--- config.mk ---
export PLATFORM = sky130hd
export DESIGN_NAME = branch_gate_unit
export DESIGN_NICKNAME = d
export VERILOG_FILES = /design/src/rtl/br_pkg.sv /design/src/rtl/bcu_operand_reg.sv /design/src/rtl/bcu_flag_detect.sv /design/src/rtl/bcu_cond_select.sv /design/src/rtl/branch_gate_unit.sv
export SDC_FILE = /design/constraint.sdc
export NUM_CORES = 1
export LEC_CHECK = 0
export ABC_AREA = 1
export BUFFER_PORTS_ARGS = -buffer_cell sky130_fd_sc_hd__buf_2
export CAP_MARGIN = 20
export CORE_AREA = 2 2 39 41
export CTS_CLUSTER_SIZE = 12
export DETAILED_ROUTE_END_ITERATION = 8
export DIE_AREA = 0 0 41 43
export GPL_TIMING_DRIVEN = 0
export MAX_ROUTING_LAYER = met4
export PLACE_DENSITY = 0.47
export SLEW_MARGIN = 20
export SYNTH_ARGS = -nofsm -noshare
export SYNTH_HDL_FRONTEND = slang
export SYNTH_SLANG_ARGS = --single-unit
export TNS_END_PERCENT = 100
--- constraint.sdc ---
create_clock -name clk -period 1 [get_ports clk]
set_input_delay 0.2 -clock clk [delete_from_list [all_inputs] [get_ports clk]]
set_output_delay 0.2 -clock clk [all_outputs]
set_load 0.005 [all_outputs]
--- src/rtl/br_pkg.sv ---
package br_pkg;

  typedef enum logic [1:0] {
    COND_ALWAYS = 2'b00,
    COND_ZERO   = 2'b01,
    COND_NONNEG = 2'b10,
    COND_NEG    = 2'b11
  } cond_e;

  // Decide whether the selected test holds for the given flags.
  function automatic logic cond_holds(input cond_e code, input logic zero, input logic neg);
    logic ok;
    case (code)
      COND_ALWAYS: ok = 1'b1;
      COND_ZERO:   ok = zero;
      COND_NONNEG: ok = ~neg;
      COND_NEG:    ok = neg;
      default:     ok = 1'b0;
    endcase
    return ok;
  endfunction

endpackage

--- src/rtl/bcu_operand_reg.sv ---
module bcu_operand_reg #(
  parameter int W = 8
) (
  input  logic         clk,
  input  logic         rst,
  input  logic         en,
  input  logic [W-1:0] d,
  output logic [W-1:0] q
);
  always_ff @(posedge clk) begin
    if (rst)     q <= '0;
    else if (en) q <= d;
  end
endmodule

--- src/rtl/bcu_flag_detect.sv ---
module bcu_flag_detect #(
  parameter int W = 8
) (
  input  logic [W-1:0] val,
  output logic         is_zero,
  output logic         is_neg
);
  // Ripple OR chain across the bits; the last stage is "any bit set".
  logic [W-1:0] any_set;
  assign any_set[0] = val[0];
  for (genvar i = 1; i < W; i++) begin : g_or
    assign any_set[i] = any_set[i-1] | val[i];
  end
  assign is_zero = ~any_set[W-1];
  assign is_neg  = val[W-1];
endmodule

--- src/rtl/bcu_cond_select.sv ---
module bcu_cond_select
  import br_pkg::*;
(
  input  logic [1:0] cond_sel,
  input  logic       is_zero,
  input  logic       is_neg,
  input  logic       load_req,
  output logic       pc_load
);
  logic cond_ok;
  always_comb begin
    cond_ok = cond_holds(cond_e'(cond_sel), is_zero, is_neg);
    pc_load = load_req & cond_ok;
  end
endmodule

--- src/rtl/branch_gate_unit.sv ---
module branch_gate_unit #(
  parameter int OPND_W = 8
) (
  input  logic              clk,
  input  logic              rst,
  input  logic [OPND_W-1:0] opnd_in,
  input  logic              opnd_load,
  input  logic [1:0]        cond_sel,
  input  logic              load_req,
  output logic              pc_load
);
  logic [OPND_W-1:0] held_q;
  logic              is_zero;
  logic              is_neg;

  bcu_operand_reg #(.W(OPND_W)) u_reg (
    .clk(clk), .rst(rst), .en(opnd_load), .d(opnd_in), .q(held_q)
  );

  bcu_flag_detect #(.W(OPND_W)) u_flags (
    .val(held_q), .is_zero(is_zero), .is_neg(is_neg)
  );

  bcu_cond_select u_sel (
    .cond_sel(cond_sel), .is_zero(is_zero), .is_neg(is_neg),
    .load_req(load_req), .pc_load(pc_load)
  );
endmodule

### After elaboration in Yosys (flattened, before gate mapping)

Cells that the tools add are included.

| operators by class | value |
|---|---|
| equality and inequality tests | 3 |
| muxes and demuxes | 1 |
| bitwise gates (word level) | 10 |
| reductions and logical operators | 1 |

Operators by type and width:

| kind | number |
|---|---|
| $or 1x1->1 | 7 |
| $eq 2x2->1 const B | 2 |
| $pmux 1 s4 | 1 |
| $eq 2x1->1 const B | 1 |
| $logic_not 2->1 | 1 |
| $not 1->1 | 2 |
| $and 1x1->1 | 1 |

| storage, ports and cells | value |
|---|---|
| register bits | 8 |
| bits of input ports | 14 |
| output and inout bits | 1 |
| logic and storage cells | 16 |

### Depth between registers and ports, before layout

Gate-level depths: netlist of the first run.

| depth | value |
|---|---|
| depth after elaboration | 10 |
| mapped depth | 5 |
| gate-level depth less buffers | 5 |

### Cells and area by module

From an unflattened synthesis of the first run, not the netlist that was laid out.

| unflattened totals | value |
|---|---|
| cells, all modules | 68 |
| area total of the unflattened synthesis | 415.4 um2 |

Modules (own cells, without submodules):

| module | times used | cells an instance | area each (um2) | seq. area each (um2) |
|---|---|---|---|---|
| bcu_operand_reg | 1 | 51 | 341.6 | 160.2 |
| bcu_cond_select | 1 | 9 | 40.0 | 0.0 |
| bcu_flag_detect | 1 | 8 | 33.8 | 0.0 |

### Worst setup path after synthesis of the first run

No wires, ideal clock.

| timing path | value |
|---|---|
| kind | reg2out |
| start | register u_reg.q[7] |
| end | output pc_load |
| data arrival time | 0.665 ns |
| data required time | 0.800 ns |
| setup slack | 0.135 ns |
| cell stages (with the launch flop) | 6 |
| cell sequence | dfxtp_1 nor2_1 nand3_1 nor2_1 nor2_1 nor2_1 |

| on the way | value |
|---|---|
| cells in the longest elaborated chain, start to end | 4 |

RTL lines:

| element | RTL line | source |
|---|---|---|
| start, declared | bcu_operand_reg.sv:8 | `output logic [W-1:0] q` |
| start signal, assigned | bcu_operand_reg.sv:11 | `if (rst) q <= '0;` |
| start signal, assigned | bcu_operand_reg.sv:12 | `else if (en) q <= d;` |
| $or 1x1->1 | bcu_flag_detect.sv:12 | `assign any_set[i] = any_set[i-1] \| val[i];` |
| $not 1->1 | bcu_flag_detect.sv:14 | `assign is_zero = ~any_set[W-1];` |
| $pmux 1 s4 * | br_pkg.sv:13 | `case (code)` |
| $and 1x1->1 * | bcu_cond_select.sv:13 | `pc_load = load_req & cond_ok;` |
| end, declared | branch_gate_unit.sv:10 | `output logic pc_load` |

Mark *: on every way between the ends. The rest lies on a longest branch, timed or not.

### Final worst setup path of the first run

| timing path | value |
|---|---|
| start | register u_reg.q[3] |
| end | output pc_load |

| on the way | value |
|---|---|
| cells in the longest elaborated chain, start to end | 8 |

RTL lines:

| element | RTL line |
|---|---|
| $or 1x1->1 (5 in a row) | bcu_flag_detect.sv:12 |
| $not 1->1 | bcu_flag_detect.sv:14 |
| $pmux 1 s4 | br_pkg.sv:13 |
| $and 1x1->1 | bcu_cond_select.sv:13 |

No other way between the ends.

==> results of run 1 <==
==> synth_stat cells <==
cell type / instances
buf_6: 1
nand2_1: 19
o21ai_0: 1
buf_1: 1
nor2_1: 7
nand3_1: 1
dfxtp_1: 8
inv_4: 1
a21oi_1: 8
inv_1: 1
==> report_power, final <==
part | internal (mW) | total (mW) | switching (mW) | leakage [nW]
registers | 0.337 | 0.346 | 0.00901 | 0.0663
clock network | 0.137 | 0.239 | 0.103 | 0.0138
logic | 0.0429 | 0.0850 | 0.0421 | 0.123
==> worst min path at each step <==
stage / end / slack [ps] / cells past startpoint
finish: u_reg.q[7] / 190 / 3
global route: u_reg.q[2] / 200 / 3
CTS: u_reg.q[7] / 180 / 3
detailed placement: u_reg.q[7] / 450 / 3
global placement: u_reg.q[4] / 450 / 2
floorplan: u_reg.q[7] / 340 / 2
==> cells by family after synthesis <==
| kind of cell | synth area share (%) |
|---|---|
| simple gates | 30.8 |
| compound gates | 13.5 |
| flops | 48.1 |
| buf+inv | 7.52 |
==> worst register-to-register path, cell delays in order (launching register included) <==
cell,delay [ps]
dfxtp_2,340
nand2_1,50
a21oi_1,100
==> through the flow <==
stage | instances | hold WS (ps) | instance area, µm²
6_report | 79 | 185 | 437
3_3_place_gp | 76 | 447 | 413
5_1_grt | 79 | 197 | 437
3_5_place_dp | 76 | 451 | 413
4_1_cts | 79 | 179 | 437
2_1_floorplan | 48 | 340 | 333
==> cell type report <==
type	instances	area [µm²]
Tap cell	16	20.0
Buffer	2	15.0
Inverter	2	10.0
Sequential cell	8	161
Timing Repair Buffer	12	60.1
Multi-Input combinational cell	36	148
Clock buffer	3	22.5
Fill cell	167	947
==> metal layers <==
layer	global-route usage [%]	wire [µm]	vias to the layer above
li1	-	-	183
met1	11.0	313	140
met2	14.1	313	9
met3	3.14	46	2
met4	10.0	14	0
met5	-	0	-
==> timing repair <==
| action | 4_1_cts | 5_1_grt |
|---|---|---|
| setup endpoints to repair | 1 | 1 |
| setup buffers | 0 | 0 |
| resized for setup | 1 | 0 |
| pin swaps | 1 | 0 |
==> metrics, run 1 <==
Mapped Area roughly 330 µm²; cell mode on critical path nor2_1; via/cell ratio between 4 and 5; drt initial violations 2; CTS Hold Bufs 0; Critical Path AT about 1100 ps; Leak between 0.2 and 0.25 nW; crit path to pc_load; final core utilization 31.6%; minimum clock period between 1000 and 1500 ps; worst hold start opnd_in[7]; Antenna Cells 0; Port Buffers 12; die span in y 43 µm; Starting Density between 20 and 25%; Area contributors post-synth dfxtp_1, nand2_1, a21oi_1; Slowest-stage cell, CP dfxtp_1; Final ANT Viol Nets 0; maximum clock path buffer count 2; pre-CTS WS -4.69 ps; crit share post-route 126%; Hold Violations, Final 0; layout cell share with drive strength beyond 1 about 29%; number of core rows 14; Unique masters post-synth 10; GPL Wtd Cong 0.638; Top reg by flops u_reg.q; P per Cell Area 1540 nW/µm²; critical path required time 800 ps; R2R depth 2; slowest cell delay on critical path 310 ps; Detailed Routing Iterations Pass 1 2; die area 1760 µm²; TritonCTS Buffers 3; Clock transition at path regs 50 ps; first-pass GRT wire length 1120 µm; syn_nets 62; commonest cells after routing, fill and taps aside nand2_1, buf_2, a21oi_1; commonest non-fill, non-tap cell in the layout nand2_1; Worst path top cell family by delay simple AND/OR/NAND/NOR gates; Slew headroom between 70% and 80%; CP cell instances nor2_1 -> nand3_1 -> nor2_1 -> nor2_1 -> nor2_1 -> buf_2; cells after synthesis 48; P&R area growth vs syn 31.2%; HP Class in -> reg; worst-path maximum fanout 2; FF-to-FF Start u_reg.q[7]; H-tree levels 1; WS Path Type reg -> out; Setup crit start u_reg.q[3]; Critical Path Sink Type output port; Post-DP HPWL 507 µm; initial antenna violation count 0; Max VDD drop about 460 µV; Syn Area/Cell 6.93 µm²; Buf/Inv on CP 1; GRT Resource Usage Total between 10% and 20%; DR vias 334; IO Pins 15; fin worst setup slack -257 ps; final slew viol count 0; failing checks setup timing; wire per inst 8.71 µm; Slew @ Worst Pin approximately 350 ps; Total Nets Final 79; Synth Register Bits 8; Root Buffer clkbuf_4; core region area 1380 µm²; Largest regs u_reg.q (8); detailed-route wire length 688 µm; clk sink count 8; number of flip-flops in the largest register 8; Die X 41 µm; GRT Residual Overflow 0; Peak Freq about 800 MHz; Max Cap Viol 0; DRC 0; unrepaired setup endpoints after global routing yes; clock skew 0 ps; Yosys Warn Count 0; critical path startpoint category flop; internal reg-to-reg setup slack 430 ps; Crit path depth 6; outcome finished, violations left; Synth top area share around half; post-synthesis sequential area ratio ~48%; largest net degree at the start of global routing 10; total power 0.671 mW; Clock Latency Late Sink 250 ps; number of global-route vias before repair between 200 and 300; Yosys top cell by area dfxtp_1; R2R Path End u_reg.q[7]; Setup-failing EPs final 1; CTS tree yes; Post-Route Setup TNS -257 ps
Power figures use the tool's default switching activity.
==> run 2: changes to the inputs <==
--- a/config.mk
+++ b/config.mk
@@ -9,6 +9,7 @@
 export BUFFER_PORTS_ARGS = -buffer_cell sky130_fd_sc_hd__buf_2
 export CAP_MARGIN = 20
 export CORE_AREA = 2 2 39 41
+export CTS_BUF_LIST = sky130_fd_sc_hd__clkbuf_16
 export CTS_CLUSTER_SIZE = 12
 export DETAILED_ROUTE_END_ITERATION = 8
 export DIE_AREA = 0 0 41 43
==> run 2 against run 1 <==
Global-route usage grew 0.21 points. Fmax up 1.6%. Hold slack improved by 23 ps. The run still ends with setup timing left. Register-to-register slack about the same. Final cell count unchanged. Utilization up 4.1 points. Sequential share of layout area fell by 4.0 points. Highest routed layer unchanged. Setup slack better by 20 ps. Clock-buffer cell count is the same. Die area did not move.
==> metrics, run 2 (synthesized netlist as in run 1, its figures left out) <==
CTS Hold Bufs 0 (unchanged); first-pass GRT wire length 1150 µm (+2.5%); critical path required time 800 ps (about the same); number of flip-flops in the largest register 8 (unchanged); Layout Cells excl Fill 79 (unchanged); slowest cell delay on critical path 320 ps (about the same); critical path startpoint category flop; DR vias 346 (+3.6%); cell mode on critical path nor2_1; switching power 0.196 mW (+27%); Slew headroom 76.7% (-0.27 points); Slew @ Worst Pin 349 ps (+4.11 ps); Port Buffers 12 (unchanged); Final ANT Viol Nets 0 (unchanged); unrepaired setup endpoints after global routing yes; HP Class in -> reg; IO Pins 15 (unchanged); die span in y 43 µm (unchanged); detailed-route wire length 714 µm (+3.8%); Setup-failing EPs final 1 (unchanged); Die X 41 µm (unchanged); layout cell share with drive strength beyond 1 31.7% (+3.2 points); minimum clock period 1240 ps (-19.7 ps); Hold Violations, Final 0 (unchanged); Root Buffer clkbuf_16; GRT Residual Overflow 0 (unchanged); Inst Count DP 76 (unchanged); Max VDD drop 698 µV (+53%); Largest regs u_reg.q (8); commonest cells after routing, fill and taps aside nand2_1, buf_2, a21oi_1; Total Nets Final 79 (unchanged); Starting Density 24.1% (unchanged); Leak 0.227 nW (+12%); combinational power share 7.9% (-4.8 points); Max Cap Viol 0 (unchanged); Post-CTS Setup Repair Bufs 0 (unchanged); P&R area growth vs syn 48.1%; TritonCTS Buffers 3 (unchanged); die area 1760 µm² (unchanged); fillers 153 (-8.4%); final slew viol count 0 (unchanged); Switching Share 17.9% (-5.0 points); P per Cell Area 2220 nW/µm² (+44%); clk sink count 8 (unchanged); Detailed Routing Iterations Pass 1 1 (-1); Post-Route Setup TNS -237 ps (+19.7 ps); CTS tree yes; commonest non-fill, non-tap cell in the layout nand2_1; Clock power frac 60.2% (+24 points); GPL Wtd Cong 0.638 (unchanged); Top reg by flops u_reg.q; fin worst setup slack -237 ps (+19.7 ps); Slowest-stage cell, CP dfxtp_2; WS Path Type reg -> out; Clock transition at path regs 30 ps (-20 ps); via/cell ratio 4.38 (+3.6%); core region area 1380 µm² (unchanged); Peak Freq 808 MHz (+1.6%); clock skew 0 ps (unchanged); Critical Path Sink Type output port; sequential power share 32.0% (-20 points); Internal Power 0.897 mW (+74%); number of global-route vias before repair 292 (-1.4%); FF+latch area 163 µm² (+0.78%); wire per inst 9.04 µm (+3.8%); worst-path maximum fanout 3 (+1); largest net degree at the start of global routing 10 (unchanged); maximum clock path buffer count 2 (unchanged); Critical Path AT 1040 ps (-20 ps); crit share post-route 124% (-2.0 points); Antenna Cells 0 (unchanged); CP cell instances nor2_1 -> nand3_1 -> nor2_1 -> nor2_1 -> nor2_1 -> buf_2; Multi-input gate area 150 µm² (+1.7%); failing checks setup timing; GRT Resource Usage Total 10.5% (+0.21 points); number of core rows 14 (unchanged); initial antenna violation count 0 (unchanged); Clock Latency Late Sink 230 ps (-20 ps); drt initial violations 0 (-2); outcome finished, violations left; Post-DP HPWL 507 µm (unchanged); DRC 0 (unchanged); H-tree levels 1 (unchanged)
-- run 2: worst max-delay path: cells and delay by family (launching register included) --
kind	cells	cell delay, ps
DFF	1	320
buffers and inverters	1	110
and+or+nand+nor	5	380
-- run 2: area by class of cell --
cell class / count / share of cell area, %
buffer: 2 / 3.05
clock buffer: 3 / 15.2
inverter: 2 / 2.03
multi-input combinational: 36 / 30.5
sequential: 8 / 33.0
tap: 16 / 4.06
timing repair buffer: 12 / 12.2
-- run 2: final timing paths --
check                  start    endpoint  slack, ps  cells after the start
setup reg to reg  u_reg.q[7]  u_reg.q[7]        440                      2
hold / removal    opnd_in[7]  u_reg.q[7]        210                      3
setup / recovery  u_reg.q[7]     pc_load       -240                      6
hold reg to reg   u_reg.q[0]  u_reg.q[0]        460                      2
-- run 2: through the flow --
stage / instance area [µm²] / util (%) / hold slack [ps] / power (mW) / setup slack, ps
floorplan: 333 / - / 340 / 0.404 / 135
global placement: 413 / 29.8 / 447 / 0.440 / -9.22
detailed placement: 413 / 29.8 / 451 / 0.440 / -4.69
global route: 493 / 35.6 / 225 / 1.14 / -362
finish: 493 / 35.6 / 208 / 1.09 / -237
CTS: 489 / 35.4 / 207 / 1.11 / -271
-- run 2: per-layer routing --
metal,track usage [%],wire length [µm],share of wire [%]
met5,-,0,0
met4,8.00,14,2.0
met3,4.71,54,7.6
met2,14.7,338,47
met1,11.0,307,43
-- run 2: repair_timing --
action	CTS	global route
endpoints found under the setup margin	1	1
pin swaps	2	2
gates resized for setup	1	2
-- run 2: power by group through the flow --
stage	clock network, mW	registers (mW)	logic (mW)
after CTS	0.669	0.348	0.0886
after floorplan	0	0.350	0.0534
after global routing	0.688	0.351	0.102
final	0.658	0.349	0.0859
after detailed placement	0	0.353	0.0872
after global placement	0	0.353	0.0869
